<file path="config.mk">
export PLATFORM = sky130hd
export DESIGN_NAME = psram_wr_seq
export DESIGN_NICKNAME = d
export VERILOG_FILES = /design/src/rtl/psram_wr_pkg.sv /design/src/rtl/psram_wr_fsm.sv /design/src/rtl/psram_wr_strobes.sv /design/src/rtl/psram_wr_hold.sv /design/src/rtl/psram_wr_seq.sv
export SDC_FILE = /design/constraint.sdc
export NUM_CORES = 1
export LEC_CHECK = 0
export BUFFER_PORTS_ARGS = -buffer_cell sky130_fd_sc_hd__clkbuf_2
export CAP_MARGIN = 20
export CORE_UTILIZATION = 47
export DETAILED_ROUTE_END_ITERATION = 8
export PLACE_DENSITY = 0.78
export SLEW_MARGIN = 20
export SYNTH_ARGS = -nofsm -noshare
export SYNTH_HDL_FRONTEND = slang
export SYNTH_SLANG_ARGS = --single-unit
</file>
<file path="constraint.sdc">
create_clock -name clk -period 2.2 [get_ports clk]
set_clock_uncertainty 0.15 [all_clocks]
set_input_delay 0.44 -clock clk [delete_from_list [all_inputs] [get_ports clk]]
set_output_delay 0.44 -clock clk [all_outputs]
set_load 0.05 [all_outputs]
</file>
<file path="src/rtl/psram_wr_pkg.sv">
`timescale 1ns/1ps
package psram_wr_pkg;

   typedef enum logic [2:0] {
      ST_IDLE  = 3'd0,
      ST_SETUP = 3'd1,
      ST_PULSE = 3'd2,
      ST_HOLD  = 3'd3,
      ST_PAD   = 3'd4,
      ST_FIN   = 3'd5
   } wr_state_e;

   // ns to clock cycles, rounded up
   function automatic int ns_to_cyc(input int ns, input int period_ps);
      return (ns * 1000 + period_ps - 1) / period_ps;
   endfunction

   // minimum write cycle per grade
   function automatic int grade_cycle_ns(input int grade);
      return (grade == 0) ? 55 : 70;
   endfunction

   // minimum strobe low / select-to-end per grade
   function automatic int grade_strobe_ns(input int grade);
      return (grade == 0) ? 45 : 60;
   endfunction

   // minimum data-before-end per grade
   function automatic int grade_setup_ns(input int grade);
      return (grade == 0) ? 25 : 30;
   endfunction

   function automatic int imax(input int a, input int b);
      return (a > b) ? a : b;
   endfunction

endpackage

</file>
<file path="src/rtl/psram_wr_fsm.sv">
`timescale 1ns/1ps
module psram_wr_fsm
   import psram_wr_pkg::*;
#(
   parameter int PULSE_CYC = 3,
   parameter int PAD_CYC   = 0
) (
   input  logic      clk,
   input  logic      rst_n,
   input  logic      req_valid,
   input  logic      any_lane,
   output logic      accept,
   output logic      idle,
   output wr_state_e state_d,
   output wr_state_e state_q
);

   localparam int CNT_MAX  = imax(PULSE_CYC, PAD_CYC);
   localparam int CNT_W    = $clog2(CNT_MAX + 1) < 1 ? 1 : $clog2(CNT_MAX + 1);
   localparam int PLS_LOAD = PULSE_CYC - 1;
   localparam int PAD_LOAD = (PAD_CYC > 0) ? PAD_CYC - 1 : 0;

   logic [CNT_W-1:0] cnt_q, cnt_d;
   wr_state_e        after_hold;

   generate
      if (PAD_CYC > 0) begin : g_pad
         assign after_hold = ST_PAD;
      end else begin : g_nopad
         assign after_hold = ST_FIN;
      end
   endgenerate

   assign idle   = (state_q == ST_IDLE);
   assign accept = idle && req_valid;

   always_comb begin
      state_d = state_q;
      cnt_d   = cnt_q;
      unique case (state_q)
         ST_IDLE: begin
            if (req_valid) state_d = any_lane ? ST_SETUP : ST_FIN;
         end
         ST_SETUP: begin
            state_d = ST_PULSE;
            cnt_d   = CNT_W'(PLS_LOAD);
         end
         ST_PULSE: begin
            if (cnt_q == '0) state_d = ST_HOLD;
            else             cnt_d   = cnt_q - 1'b1;
         end
         ST_HOLD: begin
            state_d = after_hold;
            cnt_d   = CNT_W'(PAD_LOAD);
         end
         ST_PAD: begin
            if (cnt_q == '0) state_d = ST_FIN;
            else             cnt_d   = cnt_q - 1'b1;
         end
         ST_FIN:  state_d = ST_IDLE;
         default: state_d = ST_IDLE;
      endcase
   end

   always_ff @(posedge clk or negedge rst_n) begin
      if (!rst_n) begin
         state_q <= ST_IDLE;
         cnt_q   <= '0;
      end else begin
         state_q <= state_d;
         cnt_q   <= cnt_d;
      end
   end

endmodule

</file>
<file path="src/rtl/psram_wr_strobes.sv">
`timescale 1ns/1ps
module psram_wr_strobes
   import psram_wr_pkg::*;
#(
   parameter int LANES = 2
) (
   input  logic             clk,
   input  logic             rst_n,
   input  logic             accept,
   input  logic [LANES-1:0] req_be,
   input  wr_state_e        state_d,
   output logic             cs1_n,
   output logic             cs2,
   output logic             we_n,
   output logic             dq_oe,
   output logic             fin,
   output logic [LANES-1:0] bs_n
);

   logic [LANES-1:0] be_q, be_nx;
   logic             sel_nx;

   assign be_nx  = accept ? req_be : be_q;
   assign sel_nx = (state_d == ST_SETUP) || (state_d == ST_PULSE) || (state_d == ST_HOLD);

   always_ff @(posedge clk or negedge rst_n) begin
      if (!rst_n) begin
         be_q  <= '0;
         cs1_n <= 1'b1;
         cs2   <= 1'b0;
         we_n  <= 1'b1;
         dq_oe <= 1'b0;
         fin   <= 1'b0;
      end else begin
         be_q  <= be_nx;
         cs1_n <= ~sel_nx;
         cs2   <= sel_nx;
         we_n  <= ~(state_d == ST_PULSE);
         dq_oe <= (state_d == ST_PULSE) || (state_d == ST_HOLD);
         fin   <= (state_d == ST_FIN);
      end
   end

   generate
      for (genvar g = 0; g < LANES; g++) begin : g_lane
         always_ff @(posedge clk or negedge rst_n) begin
            if (!rst_n) bs_n[g] <= 1'b1;
            else        bs_n[g] <= ~(sel_nx && be_nx[g]);
         end
      end
   endgenerate

endmodule

</file>
<file path="src/rtl/psram_wr_hold.sv">
`timescale 1ns/1ps
module psram_wr_hold #(
   parameter int ADDR_W = 19,
   parameter int DATA_W = 16
) (
   input  logic              clk,
   input  logic              rst_n,
   input  logic              accept,
   input  logic [ADDR_W-1:0] req_addr,
   input  logic [DATA_W-1:0] req_data,
   output logic [ADDR_W-1:0] addr_q,
   output logic [DATA_W-1:0] data_q
);

   always_ff @(posedge clk or negedge rst_n) begin
      if (!rst_n) begin
         addr_q <= '0;
         data_q <= '0;
      end else if (accept) begin
         addr_q <= req_addr;
         data_q <= req_data;
      end
   end

endmodule

</file>
<file path="src/rtl/psram_wr_seq.sv">
`timescale 1ns/1ps
module psram_wr_seq
   import psram_wr_pkg::*;
#(
   parameter int ADDR_W        = 19,
   parameter int DATA_W        = 16,
   parameter int GRADE         = 0,
   parameter int CLK_PERIOD_PS = 10000
) (
   input  logic                clk,
   input  logic                rst_n,
   input  logic                req_valid,
   output logic                req_ready,
   input  logic [ADDR_W-1:0]   req_addr,
   input  logic [DATA_W-1:0]   req_data,
   input  logic [DATA_W/8-1:0] req_be,
   output logic                done,
   output logic [ADDR_W-1:0]   mem_addr,
   output logic [DATA_W-1:0]   mem_dout,
   output logic                mem_dq_oe,
   output logic                mem_cs1_n,
   output logic                mem_cs2,
   output logic                mem_we_n,
   output logic                mem_oe_n,
   output logic [DATA_W/8-1:0] mem_bs_n
);

   localparam int LANES      = DATA_W / 8;
   localparam int WC_CYC     = ns_to_cyc(grade_cycle_ns(GRADE), CLK_PERIOD_PS);
   localparam int STROBE_CYC = ns_to_cyc(grade_strobe_ns(GRADE), CLK_PERIOD_PS);
   localparam int SETUP_CYC  = ns_to_cyc(grade_setup_ns(GRADE), CLK_PERIOD_PS);
   localparam int PULSE_CYC  = imax(imax(STROBE_CYC, SETUP_CYC), 1);
   localparam int BODY_CYC   = PULSE_CYC + 2;
   localparam int PAD_CYC    = (WC_CYC > BODY_CYC) ? WC_CYC - BODY_CYC : 0;

   generate
      if (DATA_W % 8 != 0 || DATA_W < 8) begin : g_bad_width
         $error("DATA_W must be a positive multiple of 8");
      end
      if (ADDR_W < 1) begin : g_bad_addr
         $error("ADDR_W must be at least 1");
      end
      if (GRADE < 0 || GRADE > 1) begin : g_bad_grade
         $error("GRADE must be 0 or 1");
      end
      if (CLK_PERIOD_PS < 1) begin : g_bad_clk
         $error("CLK_PERIOD_PS must be positive");
      end
   endgenerate

   wr_state_e state_d, state_q;
   logic      accept, idle;

   psram_wr_fsm #(
      .PULSE_CYC(PULSE_CYC),
      .PAD_CYC  (PAD_CYC)
   ) u_fsm (
      .clk      (clk),
      .rst_n    (rst_n),
      .req_valid(req_valid),
      .any_lane (|req_be),
      .accept   (accept),
      .idle     (idle),
      .state_d  (state_d),
      .state_q  (state_q)
   );

   psram_wr_strobes #(
      .LANES(LANES)
   ) u_strobes (
      .clk    (clk),
      .rst_n  (rst_n),
      .accept (accept),
      .req_be (req_be),
      .state_d(state_d),
      .cs1_n  (mem_cs1_n),
      .cs2    (mem_cs2),
      .we_n   (mem_we_n),
      .dq_oe  (mem_dq_oe),
      .fin    (done),
      .bs_n   (mem_bs_n)
   );

   psram_wr_hold #(
      .ADDR_W(ADDR_W),
      .DATA_W(DATA_W)
   ) u_hold (
      .clk     (clk),
      .rst_n   (rst_n),
      .accept  (accept),
      .req_addr(req_addr),
      .req_data(req_data),
      .addr_q  (mem_addr),
      .data_q  (mem_dout)
   );

   assign req_ready = idle;
   assign mem_oe_n  = 1'b1;

endmodule

</file>
==> impl_metrics.tcl, run 1 <==
set metrics [dict create \
    seqCellArea_mm2 0.00126 \
    grt_usage_pct 17.7 \
    multiInputGateArea_um2 863 \
    hold_violations 0 \
    ioPinCount 84 \
    layout_common_cells "82 x clkbuf_2, 46 x dfrtp_1, 30 x mux2_4" \
    grt_max_degree 38 \
    gp_congestion 0.789 \
    cts_tree "done" \
    avgViaCountPerCell 5.08 \
    cp-end-kind "output pin" \
    nets 279 \
    violations "DRC" \
    synth_area_mm2 0.00224 \
    critPathBufInv 1 \
    ctsHoldBuffers 1 \
    worst_pin_slew_ns 0.552 \
    grt_use_met1_pct 22.4 \
    drive_gt1_share_pct 59.7 \
    relSlewSlack_pct 63.2 \
    setup_viol 0 \
    instances_no_fill 290 \
    cts_repair_resize_count 0 \
    core.rowCount 24 \
    synth_fp_nets 195 \
    grtUsageMet2_pct 29.2 \
    crit_family "simple AND/OR/NAND/NOR gates" \
    ant_nets 0 \
    final_common_cell "clkbuf_2" \
    max_stage_delay_ns 0.42 \
    grt_pass1_wl_um 6800 \
    finalCritPeriodShare_pct 96.3 \
    die_width_um 71.1 \
    cts-root-buf "clkbuf_8" \
    dr.pass1.iters 6 \
    grt_pass1_vias 1454 \
    drv_cap 0 \
    rsz0062_at_grt "false" \
    busiest_layer "met2" \
    ys_ff_latch 50 \
    postSynthAreaPerCell_um2 14.6 \
    clk_path_buf_depth 2 \
    achievable-frequency_mhz 472 \
    num-fill-cells 366 \
    drt_iter0_markers 62 \
    globalRouteOverflowTotal 0 \
    vias 1474 \
    cts.clk_slew.worst_paths_ns 0.09 \
    clk_latency_ns 0.30 \
    required_ns 1.61 \
    period_needed_ns 2.12 \
    cts_sinks 50 \
    portBuffers 82 \
    postCtsSetupBuffers 0 \
    post-route-util_pct 62.6 \
    die_area_mm2 0.00505 \
    numCtsBuffers 5 \
    postSynthCellCount 153 \
    status "finished with violations" \
    cpMaxStageDelayCell "dfrtp_1" \
    area_delta_synth_final_pct 25.1 \
    seq_area_frac_synth_pct 56.1 \
    grtUsageMet3_pct 5.56 \
    antenna_found_initial 0 \
    cp-start-kind "flip-flop" \
    path_class "reg2out" \
    drcViolationCount 10 \
    ctsHtreeMaxLevel 2 \
    die_h_um 71.1 \
    routed_wl_um 4120 \
    antenna_cells 0 \
    hpwl_um 2930 \
    core_mm2 0.00447 \
    cp_cell_sequence "or2_2, nor2_1, clkbuf_2" \
    wl_per_cell_um 14.2 \
    yosysWarnings 0 \
    start_util_pct 50.1 \
    path_max_fanout 6 \
    critical_path_arrival_ns 1.53 \
    synth_cell_types 37 \
    hp-class "in2reg" \
    dp_cells 281 \
    final_max_slew_viol_count 0 \
    tns_ns 0 \
]
-- routing by layer --
layer | vias up | wire length (um)
met5 | - | 0
met4 | 0 | 53
met3 | 6 | 250
met2 | 59 | 1920
met1 | 713 | 1900
li1 | 696 | -
-- synthesized netlist by cell type --
cell | instances | area, um^2
or2_2 | 2 | 12.5
nand2b_1 | 3 | 18.8
buf_1 | 1 | 3.75
o22ai_1 | 3 | 18.8
nor4_1 | 3 | 18.8
nor2_1 | 6 | 22.5
or4_1 | 1 | 7.51
o21ai_2 | 1 | 8.76
conb_1 | 1 | 3.75
nor4b_1 | 1 | 8.76
a31oi_1 | 1 | 6.26
o21ai_0 | 1 | 5.00
buf_12 | 3 | 60.1
o211a_1 | 1 | 10.0
nor2b_1 | 1 | 6.26
buf_6 | 2 | 22.5
a221oi_1 | 1 | 8.76
dfrtp_1 | 46 | 1150
and3b_1 | 1 | 8.76
dfstp_2 | 4 | 105
mux2_4 | 30 | 450
nand3_1 | 3 | 15.0
nand3b_1 | 1 | 7.51
o21a_1 | 2 | 15.0
clkbuf_1 | 3 | 11.3
ha_1 | 2 | 25.0
nor4b_2 | 1 | 15.0
a21oi_1 | 6 | 30.0
buf_4 | 1 | 7.51
inv_1 | 4 | 15.0
a31o_2 | 1 | 8.76
xnor2_1 | 2 | 17.5
nor3b_1 | 1 | 7.51
nand2_1 | 3 | 11.3
mux2_2 | 7 | 78.8
buf_2 | 2 | 10.0
o21bai_1 | 1 | 7.51
-- worst reg2reg max path, stage by stage (launching register included) --
cell and delay [ns]:
dfrtp_1 0.49, nor4b_4 0.30, buf_12 0.30, mux2_2 0.39, nand2b_1 0.08
-- registers in the layout (all words and copies together), names as in the netlist --
signal / cells
u_strobes.be_q: 2
u_strobes.cs2: 1
u_hold.data_q: 16
u_fsm.cnt_q: 3
u_strobes.we_n: 1
u_strobes.dq_oe: 1
u_fsm.state_q: 3
u_strobes.cs1_n: 1
u_strobes.fin: 1
u_hold.addr_q: 19
u_strobes.bs_n: 2
-- path summary, 6_finish.rpt --
| kind | startpoint | end | slack [ns] | cells after the start |
|---|---|---|---|---|
| min | req_addr[16] | u_hold.addr_q[16] | 0.21 | 2 |
| max reg2reg | u_fsm.state_q[2] | u_strobes.bs_n[1] | 0.44 | 4 |
| max in group asynchronous | rst_n | u_strobes.we_n | 0.78 | 3 |
| min in group asynchronous | rst_n | u_hold.addr_q[16] | 0.52 | 2 |
| max | u_fsm.state_q[1] | req_ready | 0.08 | 3 |
| min reg2reg | u_hold.data_q[8] | u_hold.data_q[8] | 0.36 | 1 |
-- layout make-up --
class                           instances  share of cell area, %
Tap cell                               52                   2.32
Multi-Input combinational cell         87                   30.8
Timing Repair Buffer                   89                   17.5
Inverter                                4                  0.536
Clock buffer                            5                   2.46
Clock inverter                          3                   1.56
Sequential cell                        50                   44.8
-- metrics by stage --
step | hold slack (ns) | instance area [um^2] | worst slack [ns]
after floorplan | -0.00559 | 2240 | 0.00200
after global placement | 0.297 | 2680 | 0.416
after detailed placement | 0.304 | 2680 | 0.359
after CTS | 0.201 | 2800 | 0.0642
after global routing | 0.189 | 2800 | 0.0341
final | 0.209 | 2800 | 0.0809
-- logic make-up after synthesis --
logic type	after synthesis	share of synthesized area, %
AOI/OAI and AO/OA	18	5.30
xor gates and xnor gates	2	0.782
adders and majority gates	2	1.12
buffers and inverters	16	5.81
DFF	50	56.1
muxes	37	23.6
other	1	0.167
and+or+nand+nor	27	7.15
Power of run 1 is not shown: default switching activity piles up to over one toggle a cycle in this logic, so the estimate is an artifact.
==> inputs of run 2 (changes only) <==
--- a/config.mk
+++ b/config.mk
@@ -5,11 +5,12 @@
 export SDC_FILE = /design/constraint.sdc
 export NUM_CORES = 1
 export LEC_CHECK = 0
+export ABC_AREA = 1
 export BUFFER_PORTS_ARGS = -buffer_cell sky130_fd_sc_hd__clkbuf_2
 export CAP_MARGIN = 20
 export CORE_UTILIZATION = 47
 export DETAILED_ROUTE_END_ITERATION = 8
-export PLACE_DENSITY = 0.78
+export PLACE_DENSITY = 0.87
 export SLEW_MARGIN = 20
 export SYNTH_ARGS = -nofsm -noshare
 export SYNTH_HDL_FRONTEND = slang
==> run 2 against run 1 <==
Net effect:
- the run ends with hold timing left
- flip-flop and latch count unchanged
- fmax is 8.8% higher
- sequential share of layout area grew 3.6 points
==> impl_metrics.tcl, run 2 <==
set metrics [dict create \
    async_reset_ff_share_pct 100 \
    ctsHoldBuffers 0 \
    post-route-util_pct 63.0 \
    worst_pin_slew_ns 0.613 \
    synth_adder_area_share_pct 1.20 \
    final_common_cell "clkbuf_2" \
    core.rowCount 23 \
    path_max_fanout 6 \
    dr.pass1.iters 4 \
    postCtsSetupBuffers 0 \
    synth_cell_types 21 \
    ys_ff_latch 50 \
    period_needed_ns 1.95 \
    ioPinCount 84 \
    drt_iter0_markers 65 \
    path_class "reg2out" \
    avgViaCountPerCell 4.51 \
    largest_reg_flops 19 \
    ys.flop_type "dfrtp_1" \
    pre_cts_ws_ns 0.586 \
    post-synth-top-area-fraction_pct 55.3 \
    cp-start-kind "flip-flop" \
    setup_ws_ns 0.253 \
    r2r_start "u_fsm.cnt_q[0]" \
    vias 1589 \
    grt_pass1_wl_um 5980 \
    relSlewSlack_pct 59.1 \
    tns_ns 0 \
    die_h_um 68.6 \
    ctsHtreeMaxLevel 2 \
    final_max_slew_viol_count 0 \
    die_width_um 68.6 \
    cts_repair_resize_count 0 \
    routed_wl_um 3680 \
    antenna_cells 0 \
    num-fill-cells 346 \
    grt_pass1_vias 1472 \
    cts_tree "done" \
    clk_latency_ns 0.30 \
    synth_compound_area_share_pct 10.9 \
    portBuffers 82 \
    reg_top3 "u_hold.addr_q x19, u_hold.data_q x16" \
    gp_congestion 0.749 \
    grt_max_degree 75 \
    required_ns 1.61 \
    synth_area_mm2 0.00208 \
    setup_viol 0 \
    grt_usage_pct 17.8 \
    drv_cap 0 \
    rsz0062_at_grt "false" \
    start_util_pct 50.6 \
    r2r.worst_path.cells 9 \
    hold_violations 20 \
    violations "hold timing" \
    hpwl_um 2750 \
    synth_simple_gate_area_share_pct 14.9 \
    startpoint "u_fsm.state_q[0]" \
    drcViolationCount 0 \
    yosysMostFrequentCell "nand2_1" \
    nets 344 \
    layout_common_cells "82 x clkbuf_2, 49 x nand2_1, 48 x inv_1" \
    synth.area.top_cells "dfrtp_1 55%, nand2_1 8.8%, inv_1 8.7%" \
    status "finished with violations" \
    postSynthAreaPerCell_um2 9.46 \
    finalCritPeriodShare_pct 88.5 \
    area_delta_synth_final_pct 24.5 \
    cts_sinks 50 \
    achievable-frequency_mhz 514 \
    cts.clk_slew.worst_paths_ns 0.08 \
    yosysWarnings 0 \
    ant_nets 0 \
    synthMuxAreaShare_pct 0 \
    antenna_found_initial 0 \
    hp-class "in2async" \
    clk_path_buf_depth 2 \
    cts-root-buf "clkbuf_8" \
    yosys-top-cells-count "49 x nand2_1, 48 x inv_1, 46 x dfrtp_1, 31 x o21ai_1, 9 x nor2_1" \
    die_area_mm2 0.00470 \
    top_register "u_hold.addr_q" \
    hold_ws_ns -0.0108 \
    cp-end-kind "output pin" \
    wl_per_cell_um 10.5 \
    globalRouteOverflowTotal 0 \
    synthXorXnorAreaFrac_pct 0 \
    synth_top_family_by_area "simple AND/OR/NAND/NOR gates" \
    seq_area_frac_synth_pct 60.3 \
    postSynthCellCount 220 \
    critical_path_arrival_ns 1.36 \
    synth_fp_nets 262 \
    yosysTopAreaCell "dfrtp_1" \
    synth-edff-count 0 \
    core_mm2 0.00412 \
    numCtsBuffers 5 \
    drive_gt1_share_pct 34.8 \
]
run 2: critical path: stages, from the launching register on:
cell      delay (ns)
dfrtp_1         0.46
nor2_4          0.19
inv_1           0.06
nor2_1          0.08
clkbuf_2        0.28
run 2: worst paths after layout:
check | end | slack, ns
min reg2reg | u_strobes.be_q[1] | 0.33
min | u_strobes.dq_oe | -0.01
max in group asynchronous | u_hold.data_q[11] | 1.37
max reg2reg | u_strobes.cs2 | 0.64
max | req_ready | 0.25
min in group clk | u_hold.data_q[15] | 0.20
run 2: metrics by stage:
step           std cells  instance area [um^2]  hold WS [ns]
4_1_cts              352                  2590       0.00735
6_report             352                  2590       -0.0108
2_1_floorplan        220                  2080      -0.00559
3_3_place_gp         345                  2520         0.305
3_5_place_dp         345                  2520         0.312
5_1_grt              352                  2590        0.0302
run 2: final cells by class:
type                    instances  area (um^2)  share of cell area (%)
well taps                      50         62.6                    2.41
repair buffers                 84          450                    17.4
multi-input cells             113          567                    21.9
flip-flops and latches         50         1260                    48.5
inverters                      48          180                    6.95
clock buffers                   7         76.3                    2.94
run 2: layer usage:
layer  up-vias  global-route usage, %  routed length, um  share of wire (%)
met2        59                   31.3               1750                 47
li1        824                      -                  -                  -
met3         7                   3.78                203                5.5
met1       699                   19.7               1660                 45
met4         0                   10.7                 77                2.1
met5         -                      0                  0                  0
run 2: logic make-up (layout without fill, tap and decap cells):
| family | Yosys count | count (layout) |
|---|---|---|
| buf+inv | 57 | 139 |
| simple gates | 70 | 70 |
| flops | 50 | 50 |
| compound gates | 40 | 40 |
| other cells | 1 | 1 |
| fa+ha+maj | 2 | 2 |
Power of run 2 is left out for the same reason.
